[config.mk]
export PLATFORM = sky130hd
export DESIGN_NAME = mcu_port_unit
export DESIGN_NICKNAME = d
export VERILOG_FILES = /design/src/rtl/mcu_port_pkg.sv /design/src/rtl/mcu_port_sync.sv /design/src/rtl/mcu_port_ctrl.sv /design/src/rtl/mcu_port_dp.sv /design/src/rtl/mcu_port_unit.sv
export SDC_FILE = /design/constraint.sdc
export NUM_CORES = 1
export LEC_CHECK = 0
export ABC_AREA = 1
export BUFFER_PORTS_ARGS = -buffer_cell sky130_fd_sc_hd__buf_2
export CORE_MARGIN = 1.5
export CORE_UTILIZATION = 40
export DETAILED_ROUTE_END_ITERATION = 8
export PLACE_DENSITY = 0.71
export SETUP_SLACK_MARGIN = 0.2
export SLEW_MARGIN = 20
export SYNTH_ARGS = -nofsm -noshare
export SYNTH_HDL_FRONTEND = slang
export SYNTH_SLANG_ARGS = --single-unit
[constraint.sdc]
create_clock -name clk -period 1.3 [get_ports clk]
set_input_delay 0.26 -clock clk [delete_from_list [all_inputs] [get_ports clk]]
set_output_delay 0.26 -clock clk [all_outputs]
set_load 0.05 [all_outputs]
[src/rtl/mcu_port_pkg.sv]
package mcu_port_pkg;
  localparam int DATA_W    = 8;
  localparam int ADDR_W    = 8;
  localparam int NUM_PORTS = 3;

  typedef enum logic [1:0] {
    SEL_NONE = 2'd0,
    SEL_A    = 2'd1,
    SEL_B    = 2'd2,
    SEL_C    = 2'd3
  } portSel_e;

  typedef struct packed {
    logic     wrA;
    logic     wrB;
    logic     wrC;
    logic     forceA;
    logic     extMode;
    logic     extHigh;
    portSel_e rdSel;
    logic     rdPin;
  } portStrobe_t;
endpackage

[src/rtl/mcu_port_sync.sv]
module mcu_port_sync #(
  parameter int WIDTH  = 8,
  parameter int STAGES = 2
) (
  input  logic             clk,
  input  logic             rstN,
  input  logic [WIDTH-1:0] din,
  output logic [WIDTH-1:0] dout
);
  logic [STAGES-1:0][WIDTH-1:0] chain;

  always_ff @(posedge clk or negedge rstN) begin
    if (!rstN) begin
      chain <= '0;
    end else begin
      chain[0] <= din;
      for (int i = 1; i < STAGES; i++) begin
        chain[i] <= chain[i-1];
      end
    end
  end

  assign dout = chain[STAGES-1];
endmodule

[src/rtl/mcu_port_ctrl.sv]
module mcu_port_ctrl
  import mcu_port_pkg::*;
#(
  parameter logic [ADDR_W-1:0] ADDR_A = 8'h80,
  parameter logic [ADDR_W-1:0] ADDR_B = 8'h90,
  parameter logic [ADDR_W-1:0] ADDR_C = 8'hA0
) (
  input  logic              clk,
  input  logic              rstN,
  input  logic [ADDR_W-1:0] sfrAddr,
  input  logic              sfrWrEn,
  input  logic              sfrRdEn,
  input  logic              sfrRdPin,
  input  logic              extAccess,
  input  logic              extPhase,
  output portStrobe_t       strb
);
  logic hitA, hitB, hitC;
  logic extActive;

  assign hitA = (sfrAddr == ADDR_A);
  assign hitB = (sfrAddr == ADDR_B);
  assign hitC = (sfrAddr == ADDR_C);

  // external access is only honoured once out of reset
  assign extActive = extAccess && rstN;

  always_comb begin
    strb         = '0;
    strb.wrA     = sfrWrEn && hitA && !extActive;
    strb.wrB     = sfrWrEn && hitB;
    strb.wrC     = sfrWrEn && hitC;
    strb.forceA  = extActive;
    strb.extMode = extActive;
    strb.extHigh = extPhase;
    strb.rdPin   = sfrRdPin;
    if (sfrRdEn) begin
      if (hitA)      strb.rdSel = SEL_A;
      else if (hitB) strb.rdSel = SEL_B;
      else if (hitC) strb.rdSel = SEL_C;
      else           strb.rdSel = SEL_NONE;
    end
  end

  // only one write strobe may fire at a time
  p_onehot_wr_r2: assert property (@(posedge clk) disable iff (!rstN)
    $onehot0({strb.wrA, strb.wrB, strb.wrC}));

  // the force and a CPU write to Port A never both act
  p_force_wins_r7: assert property (@(posedge clk) disable iff (!rstN)
    strb.forceA |-> !strb.wrA);
endmodule

[src/rtl/mcu_port_dp.sv]
module mcu_port_dp
  import mcu_port_pkg::*;
#(
  parameter int SYNC_STAGES = 2
) (
  input  logic              clk,
  input  logic              rstN,
  input  portStrobe_t       strb,
  input  logic [DATA_W-1:0] sfrWrData,
  output logic [DATA_W-1:0] sfrRdData,
  input  logic [DATA_W-1:0] extAddrData,
  input  logic [DATA_W-1:0] extAddrMid,
  input  logic [DATA_W-1:0] extAddrHigh,
  input  logic [DATA_W-1:0] portAPinIn,
  input  logic [DATA_W-1:0] portBPinIn,
  input  logic [DATA_W-1:0] portCPinIn,
  output logic [DATA_W-1:0] portADriveHigh,
  output logic [DATA_W-1:0] portADriveLow,
  output logic [DATA_W-1:0] portBAnalogSel,
  output logic [DATA_W-1:0] portCDriveHigh,
  output logic [DATA_W-1:0] portCDriveLow,
  output logic [DATA_W-1:0] portCPullUp
);
  localparam logic [DATA_W-1:0] ALL_ONES = {DATA_W{1'b1}};

  logic [DATA_W-1:0] latchA, latchB, latchC;
  logic [NUM_PORTS-1:0][DATA_W-1:0] pinRaw;
  logic [NUM_PORTS-1:0][DATA_W-1:0] pinSync;
  logic [DATA_W-1:0] cAddrByte;

  // latches
  always_ff @(posedge clk or negedge rstN) begin
    if (!rstN) begin
      latchA <= ALL_ONES;
      latchB <= ALL_ONES;
      latchC <= ALL_ONES;
    end else begin
      if (strb.forceA)   latchA <= ALL_ONES;
      else if (strb.wrA) latchA <= sfrWrData;
      if (strb.wrB)      latchB <= sfrWrData;
      if (strb.wrC)      latchC <= sfrWrData;
    end
  end

  // pin synchronizers, one per port
  assign pinRaw[0] = portAPinIn;
  assign pinRaw[1] = portBPinIn;
  assign pinRaw[2] = portCPinIn;

  for (genvar g = 0; g < NUM_PORTS; g++) begin : gSync
    mcu_port_sync #(.WIDTH(DATA_W), .STAGES(SYNC_STAGES)) i_sync (
      .clk  (clk),
      .rstN (rstN),
      .din  (pinRaw[g]),
      .dout (pinSync[g])
    );
  end

  // read mux
  always_comb begin
    unique case (strb.rdSel)
      SEL_A:   sfrRdData = strb.rdPin ? pinSync[0] : latchA;
      SEL_B:   sfrRdData = strb.rdPin ? pinSync[1] : latchB;
      SEL_C:   sfrRdData = strb.rdPin ? pinSync[2] : latchC;
      default: sfrRdData = '0;
    endcase
  end

  // Port A drive
  always_comb begin
    if (strb.extMode) begin
      portADriveHigh = extAddrData;
      portADriveLow  = ~extAddrData;
    end else begin
      portADriveHigh = '0;
      portADriveLow  = ~latchA;
    end
  end

  // Port B: analog select only
  assign portBAnalogSel = latchB;

  // Port C drive
  assign cAddrByte = strb.extHigh ? extAddrHigh : extAddrMid;

  always_comb begin
    if (strb.extMode) begin
      portCDriveHigh = cAddrByte;
      portCDriveLow  = ~cAddrByte;
      portCPullUp    = '0;
    end else begin
      portCDriveHigh = '0;
      portCDriveLow  = ~latchC;
      portCPullUp    = latchC;
    end
  end

  p_force_ones_r7: assert property (@(posedge clk) disable iff (!rstN)
    strb.forceA |=> (latchA == ALL_ONES));

  p_wr_load_r2: assert property (@(posedge clk) disable iff (!rstN)
    strb.wrC |=> (latchC == $past(sfrWrData)));

  p_no_fight_a_r6: assert property (@(posedge clk) disable iff (!rstN)
    (portADriveHigh & portADriveLow) == '0);

  p_io_float_a_r5: assert property (@(posedge clk) disable iff (!rstN)
    !strb.extMode |-> (portADriveHigh == '0));

  p_pull_excl_c_r9: assert property (@(posedge clk) disable iff (!rstN)
    (portCPullUp & (portCDriveHigh | portCDriveLow)) == '0);

  p_quiet_bus_r11: assert property (@(posedge clk) disable iff (!rstN)
    (strb.rdSel == SEL_NONE) |-> (sfrRdData == '0));
endmodule

[src/rtl/mcu_port_unit.sv]
module mcu_port_unit
  import mcu_port_pkg::*;
#(
  parameter int SYNC_STAGES = 2
) (
  input  logic              clk,
  input  logic              rstN,
  input  logic [ADDR_W-1:0] sfrAddr,
  input  logic              sfrWrEn,
  input  logic [DATA_W-1:0] sfrWrData,
  input  logic              sfrRdEn,
  input  logic              sfrRdPin,
  output logic [DATA_W-1:0] sfrRdData,
  input  logic              extAccess,
  input  logic [DATA_W-1:0] extAddrData,
  input  logic [DATA_W-1:0] extAddrMid,
  input  logic [DATA_W-1:0] extAddrHigh,
  input  logic              extPhase,
  input  logic [DATA_W-1:0] portAPinIn,
  input  logic [DATA_W-1:0] portBPinIn,
  input  logic [DATA_W-1:0] portCPinIn,
  output logic [DATA_W-1:0] portADriveHigh,
  output logic [DATA_W-1:0] portADriveLow,
  output logic [DATA_W-1:0] portBAnalogSel,
  output logic [DATA_W-1:0] portCDriveHigh,
  output logic [DATA_W-1:0] portCDriveLow,
  output logic [DATA_W-1:0] portCPullUp
);
  portStrobe_t strb;

  mcu_port_ctrl i_ctrl (
    .clk       (clk),
    .rstN      (rstN),
    .sfrAddr   (sfrAddr),
    .sfrWrEn   (sfrWrEn),
    .sfrRdEn   (sfrRdEn),
    .sfrRdPin  (sfrRdPin),
    .extAccess (extAccess),
    .extPhase  (extPhase),
    .strb      (strb)
  );

  mcu_port_dp #(.SYNC_STAGES(SYNC_STAGES)) i_dp (
    .clk            (clk),
    .rstN           (rstN),
    .strb           (strb),
    .sfrWrData      (sfrWrData),
    .sfrRdData      (sfrRdData),
    .extAddrData    (extAddrData),
    .extAddrMid     (extAddrMid),
    .extAddrHigh    (extAddrHigh),
    .portAPinIn     (portAPinIn),
    .portBPinIn     (portBPinIn),
    .portCPinIn     (portCPinIn),
    .portADriveHigh (portADriveHigh),
    .portADriveLow  (portADriveLow),
    .portBAnalogSel (portBAnalogSel),
    .portCDriveHigh (portCDriveHigh),
    .portCDriveLow  (portCDriveLow),
    .portCPullUp    (portCPullUp)
  );
endmodule

# Yosys cells after proc, flatten, opt, wreduce, memory -nomap -nowiden
# Cells that the tools add are included.
[word_totals]
regBits = 72
wordCells = 42
[classes]
eq_ne = 6
reduce_logical = 7
n_mux = 16
bitwise = 4
[ops]
columns = ["operator", "n"]
rows = [
  ["$mux W8", 11],
  ["$not A8 Y8", 4],
  ["$eq A8 B8 Y1 const B", 3],
  ["$pmux W8 S3", 1],
  ["$mux W2", 4],
  ["$logic_and A1 B1 Y1", 5],
  ["$eq A2 B2 Y1 const B", 2],
  ["$eq A2 B1 Y1 const B", 1],
  ["$reduce_bool A2 Y1", 1],
  ["$logic_not A1 Y1", 1],
]

# Longest topological paths before layout
# Gate-level depths: netlist of run 1.
[logic_depth]
word_depth = 7
depth_mapped = 8
mapped_depth_nobuf = 7

# By module
# From an unflattened synthesis of run 1, not the netlist that was laid out.
[unflattened]
hier_cells = 390
hier_area_um2 = 3384.5
[by_module_without_submodules]
columns = ["mod", "seq_area_each_um2", "area_each_um2", "cells_each", "n_inst"]
rows = [
  ["mcu_port_dp", 630.6, 1835.5, 285, 1],
  ["mcu_port_sync", 400.4, 460.4, 24, 3],
  ["mcu_port_ctrl", 0.0, 167.7, 33, 1],
]

# Least setup slack after synthesis of run 1
# No wires, ideal clock.
[synth_timing]
kind = "input port to output port"
from = "in extPhase"
to = "out portCDriveLow[0]"
stages = 5
slack_ns = -0.859
arrival_time_ns = 1.899
t_required_ns = 1.040
cell_sequence = "buf_2 > inv_1 > nand2_1 > a21oi_1 > nor2_1"
[synth_between]
elab_chain_len = 3
[synth_lines]
columns = ["element", "line_no", "source"]
rows = [
  ["from (decl)", "mcu_port_unit.sv:18", "input logic extPhase,"],
  ["$mux W8", "mcu_port_dp.sv:84", "assign cAddrByte = strb.extHigh ? extAddrHigh : extAddrMid;"],
  ["$not A8 Y8", "mcu_port_dp.sv:89", "portCDriveLow = ~cAddrByte;"],
  ["$mux W8", "mcu_port_dp.sv:87", "if (strb.extMode) begin"],
  ["to (decl)", "mcu_port_unit.sv:26", "output logic [DATA_W-1:0] portCDriveLow,"],
]
# No other way between the ends.

# Worst setup path in the final report of run 1
[layout_timing]
from = "reg i_dp.latchC[5]"
to = "out sfrRdData[5]"
[layout_between]
elab_chain_len = 2
[layout_lines]
columns = ["element", "line_no", "source"]
rows = [
  ["from (decl)", "mcu_port_dp.sv:26", "logic [DATA_W-1:0] latchA, latchB, latchC;"],
  ["from (signal assigned)", "mcu_port_dp.sv:41", "if (strb.wrC) latchC <= sfrWrData;"],
  ["$mux W8", "mcu_port_dp.sv:64", "SEL_C: sfrRdData = strb.rdPin ? pinSync[2] : latchC;"],
  ["$pmux W8 S3", "mcu_port_dp.sv:61", "unique case (strb.rdSel)"],
  ["to (decl)", "mcu_port_unit.sv:13", "output logic [DATA_W-1:0] sfrRdData,"],
]
# No other way between the ends.

==> impl_metrics.csv, run 1 <==
group,metric,value,unit
outcome,status,"finished, violations left",
outcome,violations,"setup timing",
run,cap_violations,0,
power_and_ir_drop,powerDensity,905.3,nW/um^2
detailed_routing,ant_nets,0,
power_and_ir_drop,p_int,3.874,mW
synth,synth_area_leaders,"dfrtp_1, dfstp_2, nand2_1",
synth,syn_avg_cell_area,9.649,sq um
placed_design,place.gp.congestion,0.8722,
layout,mostFrequentLayoutCell,"buf_6",
floorplanning,initial_utilization,0.4092,
timing,setup_viol,56,
grt,grt_pass1_vias,3107,
critical_path,endpoint_kind,"output port",
timing,timing.slew.headroom,0.4234,
detailed_routing,drt-wirelength-per-cell,17.75,microns
critical_path,worst_ep_required_time,1.04,ns
power_and_ir_drop,sw_frac_of_total,0.3012,
critical_path,cpMaxStageDelayCell,"dfstp_2",
floorplanning,row_count,32,
layout,post-route-util,0.7965,
power_and_ir_drop,p_clk_frac,0.322,
synth,synth_fp_nets,397,
layout,layout.nets,595,
detailed_routing,routed_wl,11200,microns
power_and_ir_drop,p_seq_frac,0.433,
synth,synth_edf_count,0,
timing,finalHoldViolCount,0,
detailed_routing,via_count,3161,
synth,synth_top_area_frac,0.3819,
synth,syn-cell-area,3146,sq um
layout,layout_common_cells,"buf_6, buf_2, dfrtp_1",
timing,worst_slew_pin_slew,0.8649,ns
critical_path,start_kind,"flip-flop",
detailed_routing,drt_pass1_iterations,4,
synth,synthArstFlopShare,1.000,
clock_tree,root_buffer,"clkbuf_8",
timing,fin_ws,-0.5783,ns
clock_tree,numCtsBuffers,9,
layout,diodes,0,
clock_tree,cts_tree,"done",
grt,antenna_found_initial,0,
floorplanning,core,7687,sq um
clock_tree,cts.sinks,72,
detailed_routing,first_iter_violations,189,
placed_design,port_buffers,126,
synth,synth_seq_cells,72,
critical_path,cp_cell_sequence,"inv_2 -> o21ai_2 -> buf_4 -> nand4_1 -> nand3_4 -> buf_8",
placed_design,placed_cell_area,4796,sq um
floorplanning,die_y,91.68,microns
clock_tree,cts_max_path_buffers,2,
synth,ys.flop_type,"dfrtp_1",
layout,nFillCells,451,
power_and_ir_drop,comb_power_share,0.245,
min_path,hold_start,"portBPinIn[1]",
layout,final_cell_area,6123,sq um
placed_design,hpwl,6785,microns
synth,synth_area_leader_cell,"dfrtp_1",
critical_path,path_buf_inv,3,
critical_path,worstSetupPathType,"reg2out",
critical_path,crit_fanout,2,
timing,fin_skew,0.006583,ns
grt,grt_first_pass_wirelength,15860,microns
critical_path,critPathMaxStageDelay,0.55,ns
synth,syn_inst,326,
synth,ys_types,23,
grt,track_usage,0.2522,
timing,worst_hold_slack,0.009904,ns
clock_tree,htree_levels,3,
power_and_ir_drop,p_sw,1.670,mW
timing,rsz0062_at_grt,"yes",
power_and_ir_drop,leakage,2.799,nW
clock_tree,clk_pin_slew,0.08,ns
timing,period_needed,1.878,ns
critical_path,path_delay_family,"flip-flops",
critical_path,rrSetupSlack,0.30,ns
floorplanning,pin_count,127,
synth,synth_warnings,0,
power_and_ir_drop,ir_drop,0.0009215,V
grt,overflow,0,
layout,area_growth,94.67,%
floorplanning,die-area,8405,sq um
layout,drive_gt1_frac,0.7032,
critical_path,arrival,1.62,ns
timing,fin_setup_tns,-15.09,ns
min_path,hold_path_class,"in2reg",
synth,synth_seq_area_share,0.5823,
detailed_routing,via_per_inst,5.010,
detailed_routing,drcViolationCount,0,
timing,post-route-period-util,1.445,
critical_path,startpoint,"i_dp.latchC[5]",
timing,drv_slew,0,
grt,grt_max_degree,73,
clock_tree,clock_latency,0.35,ns
timing,fmax,532.4,MHz
critical_path,r2r-start,"i_dp.portBAnalogSel[2]",
floorplanning,dieWidth,91.68,microns
## flip-flops by register name (all words and copies together), names as in the netlist
name,count
i_dp.portBAnalogSel,8
i_dp.gSync.i_sync.dout,24
i_dp.latchA,8
i_dp.gSync.i_sync.chain,24
i_dp.latchC,8
## power by group through the flow
stage | Clock (mW) | Sequential, mW | Combinational, mW
after floorplan | 0 | 2.47 | 0.602
after global placement | 0 | 2.43 | 1.00
after detailed placement | 0 | 2.44 | 1.02
after CTS | 1.81 | 2.40 | 1.25
after global routing | 1.92 | 2.41 | 1.42
final | 1.79 | 2.40 | 1.36
## timing repair
item,4_1_cts,5_1_grt
gates cloned,2,2
pin swaps,42,31
hold buffers,1,0
endpoints found under the setup margin,56,64
buffers inserted,6,18
gates resized for setup,203,48
hold endpoints to repair,1,0
## final cells by class
class	instances	area, sq um	share of cell area
multi-input combinational	199	1777	0.2902
sequential	72	1832	0.2991
clock buffer	10	137.6	0.02248
tap	102	127.6	0.02084
timing repair buffer	199	1989	0.3249
inverter	43	191.4	0.03126
clock inverter	6	68.82	0.01124
## per-stage QoR
step	instances	worst slack, ns	power, mW
after global routing	631	-0.6175	5.745
after detailed placement	586	-0.4353	3.455
after CTS	611	-0.5903	5.460
final	631	-0.5783	5.544
after global placement	586	-0.4073	3.434
after floorplan	326	-0.1727	3.076
## final timing paths
kind                                                  to  cells past startpoint
max in group asynchronous  i_dp.gSync[1].i_sync.chain[2]                      2
min reg2reg                 i_dp.gSync[0].i_sync.dout[5]                      0
max                                         sfrRdData[5]                      6
max reg2reg                       i_dp.portBAnalogSel[2]                      5
min                        i_dp.gSync[1].i_sync.chain[1]                      1
min in group asynchronous   i_dp.gSync[0].i_sync.dout[5]                      2
## kinds of logic (layout without fill, tap and decap cells)
group,after synthesis,after routing,synth area share
simple gates,133,135,0.1993
mux,8,8,0.02864
compound gates,56,56,0.1146
buf+inv,57,258,0.07518
flops,72,72,0.5823
## cell usage after synthesis (2+ instances only)
cell type,instances
nand2_1,65
dfrtp_1,48
inv_1,42
nor2_1,28
dfstp_2,24
a21oi_1,16
nand4_1,16
o21ai_0,16
o21ai_2,16
mux2_2,8
nand3_1,8
o211ai_1,8
clkbuf_1,7
nand2_2,7
nor2_4,4
buf_2,3
buf_6,2
nand2_4,2
nand3_2,2
## metal layers
layer,track usage,vias to the layer above,wire length (microns)
li1,-,1459,-
met1,0.2935,1505,4093
met3,0.04146,31,777
met5,0,-,0
met4,0.1406,0,439
met2,0.4409,166,5887
Power figures use the tool's default switching activity.
==> run 2, diff against run 1 <==
--- a/config.mk
+++ b/config.mk
@@ -10,6 +10,8 @@
 export CORE_MARGIN = 1.5
 export CORE_UTILIZATION = 40
 export DETAILED_ROUTE_END_ITERATION = 8
+export GPL_TIMING_DRIVEN = 0
+export HOLD_SLACK_MARGIN = 0.08
 export PLACE_DENSITY = 0.71
 export SETUP_SLACK_MARGIN = 0.2
 export SLEW_MARGIN = 20
==> impl_metrics.csv, run 2 (synthesized netlist as in run 1, its figures left out) <==
group,metric,value,unit
grt,grt_first_pass_wirelength,16280,microns
timing,timing.slew.headroom,0.5991,
floorplanning,die_y,91.68,microns
floorplanning,row_count,32,
timing,period_needed,1.830,ns
floorplanning,initial_utilization,0.4092,
critical_path,endpoint_kind,"output port",
run,cap_violations,0,
detailed_routing,drt-wirelength-per-cell,17.22,microns
timing,setup_viol,46,
floorplanning,pin_count,127,
timing,fin_setup_tns,-11.88,ns
critical_path,crit_fanout,3,
floorplanning,dieWidth,91.68,microns
layout,diodes,0,
outcome,status,"finished, violations left",
layout,post-route-util,0.8075,
detailed_routing,via_per_inst,4.933,
timing,rsz0062_at_grt,"yes",
timing,fin_skew,0.002398,ns
grt,grt_pass1_vias,3134,
clock_tree,clock_latency,0.35,ns
timing,fmax,546.5,MHz
layout,mostFrequentLayoutCell,"buf_2",
outcome,violations,"setup timing",
clock_tree,clk_pin_slew,0.08,ns
critical_path,worstSetupPathType,"reg2out",
timing,worst_slew_pin_slew,0.6014,ns
critical_path,worst_ep_required_time,1.04,ns
clock_tree,root_buffer,"clkbuf_8",
power_and_ir_drop,leakage,2.855,nW
grt,track_usage,0.2575,
timing,worst_hold_slack,0.2371,ns
detailed_routing,via_count,3177,
placed_design,placed_cell_area,4514,sq um
placed_design,place_inst,552,
power_and_ir_drop,powerDensity,931.0,nW/um^2
placed_design,port_buffers,123,
layout,fin_cells,644,
power_and_ir_drop,ir_drop,0.001221,V
layout,drive_gt1_frac,0.6310,
floorplanning,core,7687,sq um
clock_tree,cts_max_path_buffers,2,
min_path,hold_path_class,"in2reg",
timing,fin_ws,-0.5297,ns
layout,layout_common_cells,"buf_2, buf_6, nand2_1",
clock_tree,numCtsBuffers,9,
grt,antenna_found_initial,0,
detailed_routing,routed_wl,11090,microns
detailed_routing,first_iter_violations,143,
grt,overflow,0,
timing,finalHoldViolCount,0,
layout,final_cell_area,6207,sq um
clock_tree,cts.sinks,72,
critical_path,start_kind,"flip-flop",
timing,drv_slew,0,
critical_path,arrival,1.57,ns
layout,area_growth,97.33,%
power_and_ir_drop,finalPower,5.779,mW
placed_design,place.gp.congestion,0.8569,
clock_tree,htree_levels,3,
placed_design,hpwl,6552,microns
detailed_routing,drcViolationCount,0,
detailed_routing,ant_nets,0,
grt,grt_max_degree,21,
clock_tree,cts_tree,"done",
placed_design,place_ws,-0.8731,ns
layout,layout.nets,608,
floorplanning,die-area,8405,sq um
detailed_routing,drt_pass1_iterations,4,
timing,post-route-period-util,1.407,
==> run 2: worst paths after layout <==
kind	start	end	slack, ns	depth (start not counted)
max reg2reg	i_dp.portBAnalogSel[5]	i_dp.portBAnalogSel[5]	0.39	4
max	i_dp.portBAnalogSel[6]	sfrRdData[6]	-0.53	5
min reg2reg	i_dp.gSync[2].i_sync.chain[6]	i_dp.gSync[2].i_sync.dout[6]	0.35	0
max in group asynchronous	rstN	i_dp.gSync[1].i_sync.dout[1]	0.46	4
min in group asynchronous	rstN	i_dp.gSync[2].i_sync.dout[4]	0.43	2
min	sfrWrData[0]	i_dp.portBAnalogSel[0]	0.24	3
==> run 2: power by group <==
part | leakage (nW) | internal, mW | switching [mW]
combinational | 1.94 | 0.614 | 0.750
sequential | 0.809 | 2.36 | 0.0493
clock | 0.105 | 1.14 | 0.867
==> run 2: cell type report <==
class	count	area, sq um
Fill cell	424	1480
Clock inverter	6	91.34
Multi-Input combinational cell	198	1687
Inverter	43	191.4
Clock buffer	10	137.6
Sequential cell	72	1832
Buffer	14	162.7
Tap cell	102	127.6
Timing Repair Buffer	199	1978
==> run 2: per-layer routing <==
| metal | up-vias | GRT usage | part of all wire |
|---|---|---|---|
| met5 | - | 0 | 0 |
| li1 | 1486 | - | - |
| met4 | 0 | 0.09766 | 0.033 |
| met2 | 148 | 0.4621 | 0.53 |
| met3 | 29 | 0.06053 | 0.069 |
| met1 | 1514 | 0.2963 | 0.37 |
==> run 2: what timing repair did <==
action,in CTS,in global routing
pin swaps,26,37
gates cloned,5,2
gates resized for setup,169,44
setup buffers,17,24
endpoints found under the setup margin,64,91
hold endpoints to repair,64,20
hold buffers,28,1
==> run 2: critical path, stage by stage, from the launching register on <==
cell and delay (ns):
dfstp_2 0.57, inv_1 0.08, o21ai_2 0.13, nand4_1 0.16, nand3_4 0.14, buf_8 0.15
